==> config.mk <==
export PLATFORM = sky130hd
export DESIGN_NAME = keypad_scanner
export DESIGN_NICKNAME = d
export VERILOG_FILES = /design/src/rtl/kpd_pkg.sv /design/src/rtl/kpd_sync.sv /design/src/rtl/kpd_encode.sv /design/src/rtl/keypad_scanner.sv
export SDC_FILE = /design/constraint.sdc
export NUM_CORES = 1
export LEC_CHECK = 0
export BUFFER_PORTS_ARGS = -buffer_cell sky130_fd_sc_hd__buf_2
export CAP_MARGIN = 15
export CORE_UTILIZATION = 57
export CTS_CLUSTER_SIZE = 12
export DETAILED_ROUTE_END_ITERATION = 16
export HOLD_SLACK_MARGIN = 0.03
export PLACE_DENSITY = 0.84
export SYNTH_ARGS = -nofsm -noshare
export SYNTH_HDL_FRONTEND = slang
export SYNTH_HIERARCHICAL = 1
export SYNTH_SLANG_ARGS = --single-unit
export TNS_END_PERCENT = 100
==> constraint.sdc <==
create_clock -name clk -period 2.33 [get_ports clk]
set_input_delay 0.699 -clock clk [delete_from_list [all_inputs] [get_ports clk]]
set_output_delay 0.699 -clock clk [all_outputs]
set_load 0.03 [all_outputs]
==> src/rtl/kpd_pkg.sv <==
package kpd_pkg;

    typedef enum logic [1:0] {
        ST_SCAN      = 2'd0,
        ST_DEB_MAKE  = 2'd1,
        ST_HELD      = 2'd2,
        ST_DEB_BREAK = 2'd3
    } kpd_state_e;

endpackage

==> src/rtl/kpd_sync.sv <==
module kpd_sync #(
    parameter int W = 3
) (
    input  logic         clk,
    input  logic         rst_n,
    input  logic [W-1:0] d_i,
    output logic [W-1:0] q_o
);
    logic [W-1:0] meta_q;
    logic [W-1:0] sync_q;

    for (genvar b = 0; b < W; b++) begin : g_bit
        always_ff @(posedge clk or negedge rst_n) begin
            if (!rst_n) begin
                meta_q[b] <= 1'b1;
                sync_q[b] <= 1'b1;
            end else begin
                meta_q[b] <= d_i[b];
                sync_q[b] <= meta_q[b];
            end
        end
    end

    assign q_o = sync_q;
endmodule

==> src/rtl/kpd_encode.sv <==
module kpd_encode #(
    parameter int ROWS   = 4,
    parameter int COLS   = 3,
    parameter int RW     = 2,
    parameter int CW     = 2,
    parameter int CODE_W = 4
) (
    input  logic [COLS-1:0]   cols_n_i,
    input  logic [RW-1:0]     row_i,
    input  logic [CW-1:0]     col_i,
    output logic              hit_o,
    output logic [CW-1:0]     hit_col_o,
    output logic [CODE_W-1:0] code_o
);
    // lowest-numbered low column wins
    always_comb begin
        hit_o     = 1'b0;
        hit_col_o = '0;
        for (int c = COLS - 1; c >= 0; c--) begin
            if (!cols_n_i[c]) begin
                hit_o     = 1'b1;
                hit_col_o = CW'(c);
            end
        end
    end

    // zero-based indices: code = COLS*row + col + 1
    always_comb begin
        code_o = CODE_W'(COLS * int'(row_i) + int'(col_i) + 1);
    end
endmodule

==> src/rtl/keypad_scanner.sv <==
module keypad_scanner
    import kpd_pkg::*;
#(
    parameter int ROWS     = 4,
    parameter int COLS     = 3,
    parameter int SETTLE   = 2,
    parameter int DEBOUNCE = 16
) (
    input  logic                               clk,
    input  logic                               rst_n,
    input  logic [COLS-1:0]                    cols_n_i,
    output logic [ROWS-1:0]                    rows_n_o,
    output logic [$clog2(ROWS*COLS+1)-1:0]     key_code_o,
    output logic                               key_valid_o
);
    localparam int RW      = (ROWS > 1) ? $clog2(ROWS) : 1;
    localparam int CW      = (COLS > 1) ? $clog2(COLS) : 1;
    localparam int CODE_W  = $clog2(ROWS*COLS+1);
    localparam int CNT_MAX = (DEBOUNCE > SETTLE) ? DEBOUNCE : SETTLE;
    localparam int CNT_W   = $clog2(CNT_MAX + 1);

    typedef struct packed {
        kpd_state_e        st;
        logic [RW-1:0]     row;
        logic [CNT_W-1:0]  cnt;
        logic [CW-1:0]     col;
        logic [CODE_W-1:0] code;
        logic              valid;
    } regs_t;

    regs_t d, q;

    logic [COLS-1:0]   cols_s;
    logic              hit;
    logic [CW-1:0]     hit_col;
    logic [CODE_W-1:0] enc_code;
    logic              held_low;

    kpd_sync #(.W(COLS)) u_sync (
        .clk   (clk),
        .rst_n (rst_n),
        .d_i   (cols_n_i),
        .q_o   (cols_s)
    );

    kpd_encode #(
        .ROWS(ROWS), .COLS(COLS), .RW(RW), .CW(CW), .CODE_W(CODE_W)
    ) u_enc (
        .cols_n_i  (cols_s),
        .row_i     (q.row),
        .col_i     (q.col),
        .hit_o     (hit),
        .hit_col_o (hit_col),
        .code_o    (enc_code)
    );

    assign held_low = ~cols_s[q.col];

    always_comb begin
        d       = q;
        d.valid = 1'b0;
        unique case (q.st)
            ST_SCAN: begin
                if (q.cnt == CNT_W'(SETTLE)) begin
                    d.cnt = '0;
                    if (hit) begin
                        d.st  = ST_DEB_MAKE;
                        d.col = hit_col;
                    end else begin
                        d.row = (q.row == RW'(ROWS - 1)) ? '0 : q.row + 1'b1;
                    end
                end else begin
                    d.cnt = q.cnt + 1'b1;
                end
            end
            ST_DEB_MAKE: begin
                if (!held_low) begin
                    d.st  = ST_SCAN;
                    d.cnt = '0;
                end else if (q.cnt == CNT_W'(DEBOUNCE - 1)) begin
                    d.st    = ST_HELD;
                    d.cnt   = '0;
                    d.valid = 1'b1;
                    d.code  = enc_code;
                end else begin
                    d.cnt = q.cnt + 1'b1;
                end
            end
            ST_HELD: begin
                if (!held_low) begin
                    d.st  = ST_DEB_BREAK;
                    d.cnt = '0;
                end
            end
            ST_DEB_BREAK: begin
                if (held_low) begin
                    d.st = ST_HELD;
                end else if (q.cnt == CNT_W'(DEBOUNCE - 1)) begin
                    d.st  = ST_SCAN;
                    d.cnt = '0;
                    d.row = '0;
                end else begin
                    d.cnt = q.cnt + 1'b1;
                end
            end
            default: d = q;
        endcase
    end

    always_ff @(posedge clk or negedge rst_n) begin
        if (!rst_n) begin
            q.st    <= ST_SCAN;
            q.row   <= '0;
            q.cnt   <= '0;
            q.col   <= '0;
            q.code  <= '0;
            q.valid <= 1'b0;
        end else begin
            q <= d;
        end
    end

    assign rows_n_o    = ~(ROWS'(1) << q.row);
    assign key_code_o  = q.code;
    assign key_valid_o = q.valid;

    assert_one_row_low_R2: assert property (@(posedge clk) disable iff (!rst_n)
        $countones(~rows_n_o) == 1);

    assert_row_settles_R3: assert property (@(posedge clk) disable iff (!rst_n)
        (q.st == ST_SCAN && q.cnt != CNT_W'(SETTLE)) |=> $stable(rows_n_o));

    assert_report_after_make_R5: assert property (@(posedge clk) disable iff (!rst_n)
        key_valid_o |-> $past(q.st) == ST_DEB_MAKE);

    assert_no_report_while_held_R6: assert property (@(posedge clk) disable iff (!rst_n)
        (q.st == ST_HELD) |=> !key_valid_o);

    assert_valid_one_cycle_R7: assert property (@(posedge clk) disable iff (!rst_n)
        key_valid_o |=> !key_valid_o);

    assert_code_holds_R7: assert property (@(posedge clk) disable iff (!rst_n)
        !$stable(key_code_o) |-> key_valid_o);
endmodule

==> results of run 1 <==
[metrics by stage]
| stage | instance area, sq um | setup WS [ns] | cells |
|---|---|---|---|
| final | 1378 | 0.2570 | 159 |
| after global routing | 1378 | 0.1859 | 159 |
| after detailed placement | 1325 | 0.2835 | 155 |
| after CTS | 1378 | 0.2444 | 159 |
| after floorplan | 1270 | 0.3888 | 122 |
| after global placement | 1325 | 0.3584 | 155 |
[cell type report]
type,instances,area [sq um]
fill,159,644.4
multi-input combinational,79,615.6
sequential,22,558.0
timing repair buffer,13,65.06
inverter,14,52.55
tap,27,33.78
clock inverter,1,30.03
clock buffer,3,22.52
[worst max-delay path by stage]
stage,to,from,depth (start not counted),slack (ns)
finish,rows_n_o[2],q[12],4,0.26
global route,rows_n_o[2],q[12],4,0.19
CTS,rows_n_o[0],q[12],4,0.24
detailed placement,key_code_o[1],q[12],5,0.28
global placement,key_code_o[2],q[12],5,0.36
floorplan,key_code_o[2],q[12],5,0.39
[layer usage]
metal / GRT usage (%) / up-vias / share of wire (%)
met1: 26.98 / 446 / 41
met2: 41.10 / 37 / 52
met3: 4.361 / 9 / 3.8
met4: 11.76 / 0 / 3.1
met5: 0 / - / 0
li1: - / 449 / -
[cells in the mapped netlist (all sizes together)]
library cell | count | area [sq um]
a31oi | 4 | 25.02
ha | 10 | 125.1
a21oi | 2 | 10.01
nor4b | 1 | 8.760
xnor2 | 1 | 8.760
o32a | 1 | 10.01
o22ai | 1 | 6.260
nand3b | 2 | 15.01
o211ai | 4 | 30.03
mux2i | 1 | 10.01
and2b | 1 | 8.760
mux2 | 6 | 67.56
and4b | 1 | 10.01
buf | 6 | 40.04
nand4 | 1 | 6.260
a41oi | 2 | 17.52
o21ai | 5 | 28.78
nor2b | 1 | 6.260
dfrtp | 16 | 400.4
nor3 | 2 | 21.27
o31ai | 1 | 7.510
nor2 | 4 | 15.01
o21a | 2 | 15.01
a221oi | 1 | 8.760
clkbuf | 1 | 3.750
dfstp | 6 | 157.7
nand3 | 11 | 55.05
or4b | 1 | 10.01
inv | 14 | 52.55
and2 | 1 | 6.260
o31a | 1 | 8.760
nand2 | 9 | 33.78
fa | 2 | 40.04
[logic make-up after synthesis]
kind of cell             after synthesis
multiplexers                           7
adder cells (fa/ha/maj)               12
flip-flops                            22
AO/OA/AOI/OAI                         24
XOR/XNOR                               1
AND/OR/NAND/NOR                       35
buffers and inverters                 21
[registers in the layout, indices dropped and copies added, names as in the netlist, named ones only]
register and cells:
u_sync/q_o 3, key_code_o 4, key_valid_o 1, u_sync/meta_q 3
q 10
[report_power, final]
group / total, mW / internal [mW] / switching (mW)
logic: 0.634 / 0.267 / 0.367
clock network: 0.300 / 0.174 / 0.126
registers: 0.586 / 0.459 / 0.128
==> flow_summary.ini, run 1 <==
[power]
powerDensity_nw_per_um2 = 1103
total_power_mw = 1.520
leakage_nw = 0.6506
peakVddDrop_v = 0.0006948

[sta]
min_period_ns = 2.073
fin_tns_setup_ns = 0
tightestPinTransition_ns = 0.5520
hold_ws_ns = 0.2982
finalSetupViolations = 0
max_freq_ghz = 0.4824
rsz0062_at_grt = no
fin_worst_skew_ns = 0.01130
maxSlewHeadroom_pct = 62.68
maxSlewViolCount = 0
period_share_pct = 88.97
hold_violations = 0

[worst_setup_path]
crit_chain = inv_1, ha_1, inv_1, buf_2
worst_path_most_repeated_cell = inv_1
regToRegEndpoint = key_code_o[1]
critPathArrivalTime_ns = 1.37
critPathCaptureType = output port
r2r-start = q[12]
max_stage_delay_ns = 0.52
crit_path_top_delay_cell = dfrtp_1
crit_type = reg2out
reg2reg_setup_slack_ns = 0.27
critPathMaxFanout = 7
critPathRequiredTime_ns = 1.63
worst_r2r_path_depth = 5
critPathLaunchType = flip-flop
cp_top_family = flip-flops
crit_buf_inv = 3

[place]
gp_congestion = 0.8037
port_buffers = 13
post-dp-hpwl_um = 1727

[floorplan]
dieWidth_um = 49.20
dieArea_sq_um = 2421
die_h_um = 49.20
initial_utilization_pct = 62.81
ioPinCount = 14
rows = 16
coreArea_sq_um = 2022

[global_routing]
grtUsageTotal_pct = 23.43
grt-ovfl-total = 0
grt_pass1_vias = 933
antenna_found_initial = 0
grt_max_degree = 23
grt_pass1_wl_um = 4202

[synthesis]
synth_top_family_by_area = simple AND/OR/NAND/NOR gates
synth_seq_area_share_pct = 43.94
syn_nets = 139
yosys_warnings = 6
yosys.area_share.simple_pct = 15.47
synth-xor-area-share_pct = 0.6897
synth-compound-area-share_pct = 13.20
syn_inst = 122
ys_types = 37
muxShareOfSynthArea_pct = 6.108
avgSynthCellArea_sq_um = 10.41
ys_seq_elements = 22
synth_area_sq_um = 1270
synth_fa_ha_area_share_pct = 13.00

[detailed_routing]
via_per_inst = 5.918
firstDrtPassIters = 4
drc = 0
wire_per_inst_um = 14.77
drt-initial-drc-count = 14
totalWireLength_um = 2348
dr_total_vias = 941
antenna_left = 0

[clock_network]
htreeDepth = 1
cts_inserted_buffers = 3
tritoncts = built
cts_setup_buffers = 0
cts.clk_slew.worst_paths_ns = 0.13
cts_hold_buf = 0
cts_buffer_depth = 2
clk_latency_ns = 0.33
cts_root_buf = clkbuf_4
cts.sinks = 22
cts_resized = 0

[cells_and_area]
drive_above_1_share_pct = 23.48
final_common_cell = dfrtp_1
mostFrequentLayoutCells = dfrtp_1, inv_1, buf_2
n_antenna_cell = 0
syn2layout_area_growth_pct = 8.473
fin_nets = 150
postLayoutCoreUtil_pct = 68.13

[outcome]
status = finished clean

[hold_path]
hold_class = in2async

[job]
drv_cap = 0
No activity file was read; power rests on OpenSTA's default activity.
==> run 2: changes to the inputs <==
- CORE_UTILIZATION: 57 -> 60
- CTS_BUF_LIST: unset -> sky130_fd_sc_hd__clkbuf_8
- PLACE_DENSITY: 0.84 -> 0.87
==> run 2 against run 1 <==
  * Design area increased by 1.4%
  * Count of clock-buffer cells in the layout unchanged
  * Maximum frequency rose by 1.2%
  * Largest cell class unchanged
==> flow_summary.ini, run 2 (same netlist as run 1, synthesis figures left out) <==
[outcome]
status = finished clean

[power]
powerDensity_nw_per_um2 = 1133
peakVddDrop_v = 0.0007699
total_power_mw = 1.582
leakage_nw = 0.6584

[place]
port_buffers = 13
post-dp-hpwl_um = 1747
place_inst = 155
gp_congestion = 0.8593
pre_cts_ws_ns = 0.2862

[worst_setup_path]
critPathCaptureType = flip-flop
reg2reg_setup_slack_ns = 0.28
worst_path_most_repeated_cell = fa_1
critPathMaxFanout = 7
max_stage_delay_ns = 0.59
worst_r2r_path_depth = 5
crit_path_top_delay_cell = fa_1
regToRegEndpoint = key_code_o[2]
r2r-start = q[12]
critPathLaunchType = flip-flop
cp.depth = 5
cp_top_family = adder cells
crit_chain = fa_1, inv_1, fa_1, xnor2_1, mux2_2
crit_type = reg2reg
critPathArrivalTime_ns = 2.20
crit_buf_inv = 1
critPathRequiredTime_ns = 2.48

[cells_and_area]
regMostFlops = q
final_cells = 159
drive_above_1_share_pct = 23.48
largest_reg_flops = 10
final_common_cell = dfrtp_1
n_antenna_cell = 0
syn2layout_area_growth_pct = 9.951
fin_nets = 150
mostFrequentLayoutCells = dfrtp_1, inv_1, buf_2

[detailed_routing]
antenna_left = 0
wire_per_inst_um = 15.36
totalWireLength_um = 2443
dr_total_vias = 939
via_per_inst = 5.906
drt-initial-drc-count = 33
drc = 0
firstDrtPassIters = 4

[sta]
maxSlewHeadroom_pct = 63.67
period_share_pct = 87.92
fin_worst_skew_ns = 0.001855
hold_violations = 0
hold_ws_ns = 0.3581
fin_tns_setup_ns = 0
max_freq_ghz = 0.4881
tightestPinTransition_ns = 0.5373
maxSlewViolCount = 0
rsz0062_at_grt = no
finalSetupViolations = 0
setup_ws_ns = 0.2814
min_period_ns = 2.049

[floorplan]
ioPinCount = 14
die_h_um = 48.01
rows = 16
dieArea_sq_um = 2304
initial_utilization_pct = 64.08
dieWidth_um = 48.01
coreArea_sq_um = 1982

[global_routing]
antenna_found_initial = 0
grt_max_degree = 23
grtUsageTotal_pct = 23.23
grt_pass1_wl_um = 3650
grt-ovfl-total = 0
grt_pass1_vias = 873

[clock_network]
clk_latency_ns = 0.27
cts_hold_buf = 0
cts_buffer_depth = 2
cts_setup_buffers = 0
cts_root_buf = clkbuf_8
cts_resized = 0
cts_inserted_buffers = 3
cts.sinks = 22
htreeDepth = 1
cts.clk_slew.worst_paths_ns = 0.08
tritoncts = built

[hold_path]
hold_end = u_sync/q_o[2]
holdPathStages = 0
hold_class = reg2reg
hold_start = u_sync/meta_q[2]

[job]
drv_cap = 0
run 2: changes by cell type in the layout (fill, tap and decap cells not counted):
cell      previous run  this run
clkbuf_4             3         0
clkbuf_8             0         3
run 2: routing by layer:
layer	up-vias	share of wire (%)	global-route usage, %
met3	7	4.1	3.774
met4	0	1.3	9.444
met2	29	51	38.38
met1	454	43	30.31
met5	-	0	0
li1	449	-	-
run 2: worst reg2reg max path: cells and delay by family (launching register included):
family                   cells  cell delay (ns)
adder cells (fa/ha/maj)      2             0.99
flip-flops                   1             0.47
multiplexers                 1             0.28
XOR/XNOR                     1             0.14
buffers and inverters        1             0.06
run 2: through the flow:
| step | cell area, sq um | utilization [%] |
|---|---|---|
| after floorplan | 1270 | - |
| after global placement | 1325 | 66.86 |
| after detailed placement | 1325 | 66.86 |
| after CTS | 1396 | 70.45 |
| after global routing | 1396 | 70.45 |
| final | 1396 | 70.45 |
run 2: worst max-delay path by stage:
stage                     start            end
after global routing      q[12]  key_code_o[2]
after floorplan           q[12]  key_code_o[2]
after detailed placement  q[12]  key_code_o[2]
after CTS                 q[12]  key_code_o[2]
final                     q[12]  key_code_o[2]
after global placement    q[12]  key_code_o[2]
run 2: area by class of cell:
cell class              count  area (sq um)
inverters                  14         52.55
clock buffers               3         41.29
multi-input cells          79         615.6
well taps                  27         33.78
fillers                   140         585.6
flip-flops and latches     22         558.0
repair buffers             13         65.06
clock inverters             1         30.03
run 2: report_power, final:
| part | internal [mW] | leakage (nW) | switching (mW) |
|---|---|---|---|
| Sequential | 0.459 | 0.278 | 0.131 |
| Combinational | 0.265 | 0.345 | 0.367 |
| Clock | 0.230 | 0.0357 | 0.130 |
==> run 3: changes to the inputs <==
- HOLD_SLACK_MARGIN: 0.03 -> unset
- SETUP_SLACK_MARGIN: unset -> 0.4
==> run 3 against run 2 <==
  * Count of clock-buffer cells in the layout unchanged
  * Die area is the same
  * Design area rose by 5.8%
  * Clock power shrank 2%
  * Wire length rose by 8.6%
  * First-iteration DRC count shrank 18%
  * Utilization rose by 4.1 points
  * Maximum frequency up 2.3%
  * Critical endpoint is now key_code_o[3]
==> flow_summary.ini, run 3 (same netlist as run 1, synthesis figures left out) <==
[global_routing]
grt_pass1_vias = 899
grtUsageTotal_pct = 25.25
grt-ovfl-total = 0
grt_pass1_wl_um = 3891
antenna_found_initial = 0
grt_max_degree = 23

[cells_and_area]
syn2layout_area_growth_pct = 16.35
fin_nets = 156
n_antenna_cell = 0
mostFrequentLayoutCells = dfrtp_1, inv_1, nand3_1
final_common_cell = dfrtp_1
regMostFlops = q
drive_above_1_share_pct = 34.06
n_fill_cell = 130
largest_reg_flops = 10
stdcell_area_sq_um = 1478

[sta]
hold_violations = 0
fin_tns_setup_ns = 0
maxSlewViolCount = 0
maxSlewHeadroom_pct = 63.17
min_period_ns = 2.002
tightestPinTransition_ns = 0.5501
period_share_pct = 85.92
finalSetupViolations = 0
max_freq_ghz = 0.4995
rsz0062_at_grt = yes
fin_worst_skew_ns = 0.001489

[place]
port_buffers = 13
gp_congestion = 0.8570
post-dp-hpwl_um = 1601
detailed_place.area_sq_um = 1326

[power]
powerDensity_nw_per_um2 = 1176
p_sw_share_pct = 38.80
power.internal_mw = 1.063
leakage_nw = 0.6904
pwr-share-seq_pct = 33.9
power_switching_mw = 0.6744
peakVddDrop_v = 0.0007390
comb_power_share_pct = 45.8
p_clk_share_pct = 20.3
total_power_mw = 1.738

[clock_network]
cts_hold_buf = 0
cts_buffer_depth = 2
cts_inserted_buffers = 3
cts.clk_slew.worst_paths_ns = 0.08
clk_latency_ns = 0.26
htreeDepth = 1
cts.sinks = 22
cts_root_buf = clkbuf_8
tritoncts = built

[floorplan]
coreArea_sq_um = 1982
initial_utilization_pct = 64.08
ioPinCount = 14
dieArea_sq_um = 2304
rows = 16
dieWidth_um = 48.01
die_h_um = 48.01

[worst_setup_path]
critPathLaunchType = flip-flop
critPathArrivalTime_ns = 2.14
critPathMaxFanout = 6
crit_type = reg2reg
critPathCaptureType = flip-flop
critPathRequiredTime_ns = 2.47

[detailed_routing]
firstDrtPassIters = 4
drt-initial-drc-count = 27
wire_per_inst_um = 16.08
via_per_inst = 6.103
drc = 0
antenna_left = 0
dr_total_vias = 1007
totalWireLength_um = 2654

[hold_path]
hold_class = reg2reg

[outcome]
status = finished clean

[job]
drv_cap = 0
-- run 3: what timing repair did --
item,in CTS,in global routing
hold endpoints to repair,0,0
pin swaps,2,2
setup buffers,3,3
endpoints found under the setup margin,4,11
resized for setup,4,12
-- run 3: per-layer routing --
layer  vias to the layer above  global-route usage (%)  wire length, um
met4                         0                   12.78               43
met1                       487                   30.71             1089
met2                        49                   41.89             1355
met3                         8                   5.660              165
met5                         -                       0                0
li1                        463                       -                -
-- run 3: power groups by stage --
stage | registers [mW] | logic, mW | clock network, mW
after floorplan | 0.546 | 0.525 | 0
after global placement | 0.580 | 0.597 | 0
after detailed placement | 0.588 | 0.633 | 0
after CTS | 0.579 | 0.698 | 0.361
after global routing | 0.601 | 0.898 | 0.372
final | 0.589 | 0.797 | 0.352
-- run 3: worst max-delay path, stage by stage, from the launching register on --
cell     delay (ns)
dfrtp_2        0.46
fa_1           0.53
buf_4          0.15
ha_1           0.27
nand3_1        0.09
nand2_1        0.07
mux2_1         0.31
-- run 3: final timing paths --
kind,to,slack (ns),cells after the start,start
max,key_code_o[3],0.33,6,q[12]
min,u_sync/q_o[0],0.36,0,u_sync/meta_q[0]
max reg2reg,key_code_o[3],0.33,6,q[12]
min reg2reg,u_sync/q_o[0],0.36,0,u_sync/meta_q[0]
max in group asynchronous,q[6],1.58,1,rst_n
min in group asynchronous,q[11],0.39,1,rst_n
-- run 3: final cells by class --
cell class | count | area [sq um] | share of cell area, %
Tap cell | 27 | 33.78 | 2.286
Clock inverter | 1 | 30.03 | 2.032
Timing Repair Buffer | 19 | 121.4 | 8.213
Clock buffer | 3 | 41.29 | 2.794
Multi-Input combinational cell | 79 | 636.9 | 43.10
Sequential cell | 22 | 561.8 | 38.02
Inverter | 14 | 52.55 | 3.556
-- run 3: through the flow --
step	std cells	util, %	worst slack, ns	hold slack (ns)
2_1_floorplan	122	-	0.4005	0.3452
3_3_place_gp	155	66.92	0.3740	0.3457
3_5_place_dp	155	66.92	0.3248	0.3472
4_1_cts	162	72.03	0.3471	0.3592
5_1_grt	165	74.56	0.2938	0.3584
6_report	165	74.56	0.3280	0.3577
